### src/rtl/pc_pkg.sv
package pc_pkg;

    localparam int N  = 31;
    localparam int K  = 25;
    localparam int P  = N - K;
    localparam int IW = $clog2(N);
    localparam int CW = $clog2(N * N);

    // Generator (x+1)(x^5+x^2+1) = x^6+x^5+x^3+x^2+x+1; leading term implied
    localparam logic [P-1:0] GEN_TAPS = 6'b101111;

    typedef enum logic [1:0] {
        ST_LOAD,
        ST_COLS,
        ST_SEND
    } pc_state_e;

    typedef struct packed {
        logic [IW-1:0] row;
        logic [IW-1:0] col;
    } pc_pos_t;

    function automatic logic [P-1:0] lfsr_step(input logic [P-1:0] r, input logic d);
        logic fb;
        fb = d ^ r[P-1];
        return {r[P-2:0], 1'b0} ^ (fb ? GEN_TAPS : '0);
    endfunction

    // msg[K-1] is the first (highest-degree) message bit
    function automatic logic [P-1:0] parity_of(input logic [K-1:0] msg);
        logic [P-1:0] r;
        r = '0;
        for (int i = K - 1; i >= 0; i--) begin
            r = lfsr_step(r, msg[i]);
        end
        return r;
    endfunction

endpackage

### src/rtl/pc_row_lfsr.sv
module pc_row_lfsr
    import pc_pkg::*;
(
    input  logic         clk,
    input  logic         rst,
    input  logic         step,
    input  logic         din,
    input  logic         row_done,
    output logic [P-1:0] rem_next
);

    logic [P-1:0] rem_q;

    assign rem_next = lfsr_step(rem_q, din);

    always_ff @(posedge clk) begin
        if (rst) begin
            rem_q <= '0;
        end else if (step) begin
            rem_q <= row_done ? '0 : rem_next;
        end
    end

endmodule

### src/rtl/pc_col_parity.sv
module pc_col_parity
    import pc_pkg::*;
(
    input  logic [K-1:0] col_bits,
    output logic [P-1:0] parity
);

    assign parity = parity_of(col_bits);

endmodule

### src/rtl/pc_pos_counter.sv
module pc_pos_counter
    import pc_pkg::*;
#(
    parameter int NROW = K,
    parameter int NCOL = K
) (
    input  logic    clk,
    input  logic    rst,
    input  logic    inc,
    output pc_pos_t pos,
    output logic    row_end,
    output logic    blk_end
);

    localparam logic [IW-1:0] LAST_ROW = IW'(NROW - 1);
    localparam logic [IW-1:0] LAST_COL = IW'(NCOL - 1);

    assign row_end = (pos.col == LAST_COL);
    assign blk_end = row_end && (pos.row == LAST_ROW);

    always_ff @(posedge clk) begin
        if (rst) begin
            pos <= '0;
        end else if (inc) begin
            if (blk_end) begin
                pos <= '0;
            end else if (row_end) begin
                pos.row <= pos.row + 1'b1;
                pos.col <= '0;
            end else begin
                pos.col <= pos.col + 1'b1;
            end
        end
    end

endmodule

### src/rtl/pc_product_encoder.sv
module pc_product_encoder
    import pc_pkg::*;
(
    input  logic clk,
    input  logic rst,
    input  logic in_valid,
    output logic in_ready,
    input  logic in_bit,
    output logic out_valid,
    input  logic out_ready,
    output logic out_bit,
    output logic out_last
);

    localparam logic [IW-1:0] LAST_COL = IW'(N - 1);

    pc_state_e     state;
    logic [N-1:0]  arr [N];
    logic [IW-1:0] col_idx;

    logic          in_fire, out_fire;
    pc_pos_t       ld_pos, sd_pos;
    logic          ld_row_end, ld_blk_end;
    logic          sd_row_end, sd_blk_end;
    logic [P-1:0]  row_par;
    logic [K-1:0]  col_bits;
    logic [P-1:0]  col_par;

    assign in_ready  = (state == ST_LOAD);
    assign out_valid = (state == ST_SEND);
    assign in_fire   = in_valid && in_ready;
    assign out_fire  = out_valid && out_ready;

    pc_pos_counter #(.NROW(K), .NCOL(K)) u_load_pos (
        .clk     (clk),
        .rst     (rst),
        .inc     (in_fire),
        .pos     (ld_pos),
        .row_end (ld_row_end),
        .blk_end (ld_blk_end)
    );

    pc_pos_counter #(.NROW(N), .NCOL(N)) u_send_pos (
        .clk     (clk),
        .rst     (rst),
        .inc     (out_fire),
        .pos     (sd_pos),
        .row_end (sd_row_end),
        .blk_end (sd_blk_end)
    );

    pc_row_lfsr u_row_lfsr (
        .clk      (clk),
        .rst      (rst),
        .step     (in_fire),
        .din      (in_bit),
        .row_done (ld_row_end),
        .rem_next (row_par)
    );

    // Gather one stored column, row 0 as highest-degree coefficient
    for (genvar gi = 0; gi < K; gi++) begin : g_col_tap
        assign col_bits[K-1-gi] = arr[gi][col_idx];
    end

    pc_col_parity u_col_parity (
        .col_bits (col_bits),
        .parity   (col_par)
    );

    assign out_bit  = arr[sd_pos.row][sd_pos.col];
    assign out_last = out_valid && sd_blk_end;

    always_ff @(posedge clk) begin
        if (rst) begin
            state   <= ST_LOAD;
            col_idx <= '0;
            for (int r = 0; r < N; r++) begin
                arr[r] <= '0;
            end
        end else begin
            case (state)
                ST_LOAD: begin
                    if (in_fire) begin
                        arr[ld_pos.row][ld_pos.col] <= in_bit;
                        if (ld_row_end) begin
                            for (int j = 0; j < P; j++) begin
                                arr[ld_pos.row][K+j] <= row_par[P-1-j];
                            end
                        end
                        if (ld_blk_end) begin
                            state   <= ST_COLS;
                            col_idx <= '0;
                        end
                    end
                end
                ST_COLS: begin
                    for (int j = 0; j < P; j++) begin
                        arr[K+j][col_idx] <= col_par[P-1-j];
                    end
                    if (col_idx == LAST_COL) begin
                        state <= ST_SEND;
                    end else begin
                        col_idx <= col_idx + 1'b1;
                    end
                end
                ST_SEND: begin
                    if (out_fire && sd_blk_end) begin
                        state <= ST_LOAD;
                    end
                end
                default: state <= ST_LOAD;
            endcase
        end
    end

endmodule

### config.mk
export PLATFORM = sky130hd
export DESIGN_NAME = pc_product_encoder
export DESIGN_NICKNAME = d
export VERILOG_FILES = /design/src/rtl/pc_pkg.sv /design/src/rtl/pc_row_lfsr.sv /design/src/rtl/pc_col_parity.sv /design/src/rtl/pc_pos_counter.sv /design/src/rtl/pc_product_encoder.sv
export SDC_FILE = /design/constraint.sdc
export NUM_CORES = 2
export LEC_CHECK = 0
export BUFFER_PORTS_ARGS = -buffer_cell sky130_fd_sc_hd__buf_2
export CAP_MARGIN = 0
export CORE_MARGIN = 1.5
export CORE_UTILIZATION = 46
export CTS_BUF_LIST = sky130_fd_sc_hd__clkbuf_4
export DETAILED_ROUTE_END_ITERATION = 7
export SLEW_MARGIN = 40
export SYNTH_ARGS = -nofsm -noshare
export SYNTH_HDL_FRONTEND = slang
export SYNTH_SLANG_ARGS = --single-unit
### constraint.sdc
create_clock -name clk -period 4.1 [get_ports clk]
set_input_delay 0.205 -clock clk [delete_from_list [all_inputs] [get_ports clk]]
set_output_delay 0.205 -clock clk [all_outputs]
set_load 0.01 [all_outputs]
==> Word level (Yosys, flattened, before mapping) <==
Memories as Yosys holds them, arrays and structs flattened. A register that Yosys moved wholly into a read port is not among the register bits.
Cells that the tools add are included.
Widths: inputs -> output; s select.
{ "totals": {"reg_bits": 33, "latchBits": 0, "mem_bits_rw": 961, "romBits": 0, "inputBits": 5, "output_inout_bits": 4, "word_cells": 598, "mem_count": 1} }
{ "mem_list": {"columns": ["memory", "depth", "width", "read_ports", "rd_clocked_by_memory_dff", "wr", "line", "source"], "rows": [
  ["arr", 31, 31, 26, 1, 31, "pc_product_encoder.sv:18", "logic [N-1:0] arr [N];"]
]} }
{ "op_classes": {"add_sub_neg": 5, "multipliers": 0, "n_div": 0, "order_cmp": 5, "n_eq_ne": 12, "n_shift": 0, "muxes": 309, "n_bitwise": 242, "reduce_logical": 17} }
{ "ops": {"columns": ["operator", "n"], "rows": [
  ["$mux 1", 232],
  ["$or 1x1->1", 192],
  ["$mux 6", 27],
  ["$xor 6x6->6", 25],
  ["$bmux 1 s5", 26],
  ["$mux 31", 4],
  ["$mux 5", 10],
  ["$reduce_or 31->1", 1],
  ["$add 5x1->5 const B", 5],
  ["$eq 5x5->1 const B", 5],
  ["$xor 1x1->1", 25],
  ["$mux 10", 2],
  ["$lt 5x6->1 const B", 3],
  ["$demux 1 s5", 2],
  ["$ge 5x1->1 const B", 2],
  ["$pmux 5 s2", 1],
  ["$logic_and 1x1->1", 8],
  ["$mux 2", 4],
  ["$reduce_and 4->1", 2],
  ["$ne 2x1->1 const B", 3],
  ["$pmux 2 s3", 1],
  ["$reduce_bool 2->1", 3],
  ["$ne 2x2->1 const B", 2],
  ["$reduce_and 2->1", 2],
  ["3 further kinds", 3]
]} }

==> Depth between registers and ports, before layout <==
An unclocked memory read counts as a cell.
{ "depth": {"depth_word": 77, "mapped_depth": 21, "depth_no_buf": 12} }

==> Cells and area by module <==
A second synthesis with hierarchy kept.
{ "unflattened": {"cells_unflattened": 5334, "hier_area_um2": 61276.3} }
{ "modules_own_cells": {"columns": ["mod", "instances", "cells_per_inst", "area_per_inst_um2", "seq_area_each_um2"], "rows": [
  ["pc_product_encoder", 1, 5122, 59109.2, 29928.7],
  ["pc_col_parity", 1, 56, 721.9, 0.0],
  ["pc_pos_counter (u_send_pos)", 1, 63, 549.3, 200.2],
  ["pc_pos_counter (u_load_pos)", 1, 58, 530.5, 200.2],
  ["pc_row_lfsr", 1, 35, 365.4, 120.1]
]} }

==> Worst setup path before layout <==
OpenSTA, ideal clock, no wires.
{ "synth_path": {"kind": "reg-to-reg", "from": "reg col_idx[0]", "to": "mem arr[25][29], data pin", "setup_ns": 0.274, "arrival_ns": 4.259, "t_required_ns": 3.826, "setup_slack_ns": -0.433, "stages_incl_launch_ff": 14, "n_path_buf": 1, "period_less_slack_ns": 4.533, "cell_sequence": "dfxtp_1 -> mux4_1 -> a22o_1 -> a211oi_1 -> o211ai_2 -> xor2_1 -> xnor3_1 -> xnor2_1 -> xnor3_1 -> xor2_2 -> xnor3_2 -> xnor2_4 -> buf_6 -> o22ai_1"} }
{ "synth_lines": {"columns": ["item", "line", "source"], "rows": [
  ["from (decl)", "pc_product_encoder.sv:19", "logic [IW-1:0] col_idx;"],
  ["from (signal assigned)", "pc_product_encoder.sv:104", "col_idx <= col_idx + 1'b1;"],
  ["to (decl)", "pc_product_encoder.sv:18", null]
]} }

==> summary.md <==
| Metric | Value |
|---|---|
| Critical-path cell list | buf_12 > bufbuf_16 > mux4_2 > mux4_2 > mux4_2 > mux4_2 > a211oi_2 > a21oi_2 > buf_2 |
| Max Root-Sink Buffers | 4 |
| RR Endpoint | arr[26][28] |
| Routed vias | 49,070 |
| Most frequent cell after synthesis | edfxtp_1 |
| Type of the worst min-delay path | in2reg |
| Clk sink count | 1,030 |
| Worst flop-to-flop path startpoint | col_idx[0] |
| Max Cap Viol | 0 |
| PortBufs | 8 |
| Die W | 367 um |
| Asr flop ratio synth | 0% |
| Setup violators final | 187 |
| Placed insts | 6,647 |
| Layout cell share with drive strength beyond 1 | 33.9% |
| YS warnings | 0 |
| CTS root buf | clkbuf_4 |
| Crit end category | output port |
| GR Layer Usage met1 | 48.5% |
| VDD IR max | 2.03 mV |
| Clock transition at the registers of the reported paths | 0.07 ns |
| Global-route wire length before repair | 343,000 um |
| CP most frequent cell | mux4_2 |
| Fill cells | 11,046 |
| Finished Core Util | 55.1% |
| Synth top area cells | edfxtp_1 (49%), mux4_2 (16%), nor2_1 (5.5%), a21o_1 (5.3%), o21bai_1 (4.2%) |
| Max FO, Critical Path | 10 |
| Initial antenna violation count | 14 |
| DRT antenna net count | 0 |
| GRT Max-Usage Layer | met2 |
| Clock Skew | 0.115 ns |
| Worst skew pair latency | 1.33 ns |
| CP max stage delay | 0.60 ns |
| Synth Cell Area | 61,000 um2 |
| Die Y | 367 um |
| DRC | 0 |
| GR Util met2 | 53.0% |
| CTS tree | built |
| Syn Nets | 4,997 |
| Core area | 131,000 um2 |
| Final WL | 243,000 um |
| Post-synth top cells | edfxtp_1 (992), nor2_1 (894), clkbuf_1 (507), a21o_1 (434), mux4_2 (431) |
| Worst slew pin tran | 1.10 ns |
| Worst Setup Slack, final | -0.956 ns |
| GPL Wtd Cong | 1.00 |
| Seq/Total Area, Yosys | 50.1% |
| Final Hold Vio Count | 0 |
| Yosys reg bits | 1,030 |
| Placed instance area | 65,300 um2 |
| Total track usage | 35.5% |
| Met3 Track Usage GR | 8.30% |
| Ys flop type | edfxtp_1 |
| WL per Instance | 33.5 um |
| Max-slew violations | 0 |
| Area leader, netlist | edfxtp_1 |
| Vias in the first global route | 47,014 |
| FP Rows | 133 |
| Die area | 135,000 um2 |
| Syn_area_per_cell | 12.3 um2 |
| DR iter-0 viols | 7,562 |
| Top cell type's share of synthesized area | 48.8% |
| FMAX | 198 MHz |
| Worst Path Arrival | 4.85 ns |
| Fin Hold WS | 0.0933 ns |
| Synthesis-to-layout area growth | 18.7% |
| Max_slew headroom | 26.4% |
| Largest net degree at the start of global routing | 186 |
| Worst EP required | 3.89 ns |
| Pwr dens | 515 nW/um2 |
| Crit path kind | reg2out |
| Failing checks | setup timing |
| Library cells used by synthesis | 76 |
| P_leak | 24.8 nW |
| Initial Util | 46.4% |
| Footprint of the multi-input gates | 29,200 um2 |
| Period minus WS final | 5.06 ns |
| Worst R2R Setup Slack | -0.89 ns |
| DP HPWL | 163,000 um |
| Mapped Cells | 4,976 |
| Total Nets Final | 5,340 |
| Startpoint Class | flop |
| Crit share post-route | 123% |
| Grt ovf | 0 |
| Register-to-Register Path Depth | 17 |
| RSZ-0062 raised after global routing | yes |
| Status | finished, violations left |
| EDFF count, synth | 992 |
| 1st-pass router iterations | 5 |
| Critical path's slowest cell | mux4_2 |
| Final Non-Filler Cells | 7,269 |
| Via-per-instance ratio | 6.75 |
| H-tree Lvls | 5 |
| Cts bufs inserted | 312 |
| Crit path to | out_bit |
| Final instance area | 72,400 um2 |
| Io pins | 9 |
| Sequential cell area | 30,600 um2 |
## worst min-delay path by stage
stage	startpoint	endpoint	slack (ns)	cells past startpoint
3_5_place_dp	u_row_lfsr.rem_q[0]	u_row_lfsr.rem_q[0]	0.46	2
3_3_place_gp	u_row_lfsr.rem_q[0]	u_row_lfsr.rem_q[0]	0.46	2
2_1_floorplan	in_bit	arr[31][0]	0.30	0
6_report	rst	u_load_pos.pos[2]	0.09	3
5_1_grt	in_bit	arr[31][3]	0.05	2
4_1_cts	rst	u_load_pos.pos[3]	0.002	3
## power by group
group          internal (W)  switching, W
clock network       0.00505       0.00470
logic               0.00662       0.00866
registers            0.0120      0.000311
total                0.0236        0.0137
## critical path: cells and delay by family (launching register included)
kind	cells	cell delay, ns
compound gates	2	0.36
flops	1	0.37
buf+inv	3	0.59
mux	4	2.22
## flip-flops by register name, summed over array words and instances (netlist names), named ones only
signal,flops
u_load_pos.pos,10
state,2
arr,992
col_idx,5
u_row_lfsr.rem_q,6
u_send_pos.pos,10
## repair_timing
item,4_1_cts,5_1_grt
pin swaps,39,72
setup endpoints to repair,187,187
resized for setup,159,197
endpoints found under the hold margin,366,0
setup buffers,64,23
cloned,22,7
hold buffers,9,0
## stage by stage
| stage | power (W) | TNS (ns) | setup WS (ns) |
|---|---|---|---|
| after global placement | 0.0200 | -119.95 | -0.756 |
| final | 0.0373 | -121.36 | -0.956 |
| after floorplan | 0.0163 | -2.38 | -0.0670 |
| after CTS | 0.0351 | -80.38 | -1.01 |
| after detailed placement | 0.0200 | -129.28 | -0.823 |
| after global routing | 0.0378 | -126.40 | -1.05 |
## layer usage
metal	part of all wire [%]	routed length, um
met5	0	0
met4	5.8	14100
met3	13	31800
met2	44	108000
met1	37	89700
## layout make-up
| type | count | share of cell area (%) |
|---|---|---|
| antenna | 12 | 0.0415 |
| clock buffer | 453 | 4.70 |
| clock inverter | 44 | 0.270 |
| inverter | 12 | 0.0622 |
| multi-input combinational | 3295 | 40.4 |
| sequential | 1030 | 42.2 |
| tap | 1755 | 3.03 |
| timing repair buffer | 668 | 9.30 |
## placed cells by master, fill, tap and decap left out, types with 28 or more instances in the layout
| master | netlist | layout |
|---|---|---|
| edfxtp_1 | 992 | 992 |
| nor2_1 | 894 | 877 |
| buf_4 | 21 | 517 |
| clkbuf_4 | 5 | 453 |
| a21o_1 | 434 | 434 |
| mux4_2 | 431 | 432 |
| o21bai_1 | 343 | 343 |
| o21ai_0 | 214 | 208 |
| nand2_1 | 173 | 167 |
| o22ai_2 | 3 | 147 |
| mux2i_1 | 114 | 107 |
| buf_12 | 10 | 60 |
| a21oi_1 | 61 | 55 |
| a22oi_1 | 47 | 45 |
| nand3_1 | 53 | 40 |
| clkinv_1 | 2 | 37 |
| mux4_1 | 34 | 33 |
| xnor2_1 | 46 | 29 |
| buf_6 | 26 | 29 |
| dfxtp_1 | 38 | 28 |
## cells by family after synthesis
logic type	share of synthesized area, %
AOI/OAI and AO/OA	15.2
and+or+nand+nor	8.34
DFF	50.1
buffers and inverters	4.98
muxes	19.5
xor gates and xnor gates	1.55
adders and majority gates	0.328
No activity file was read; power rests on OpenSTA's default activity.
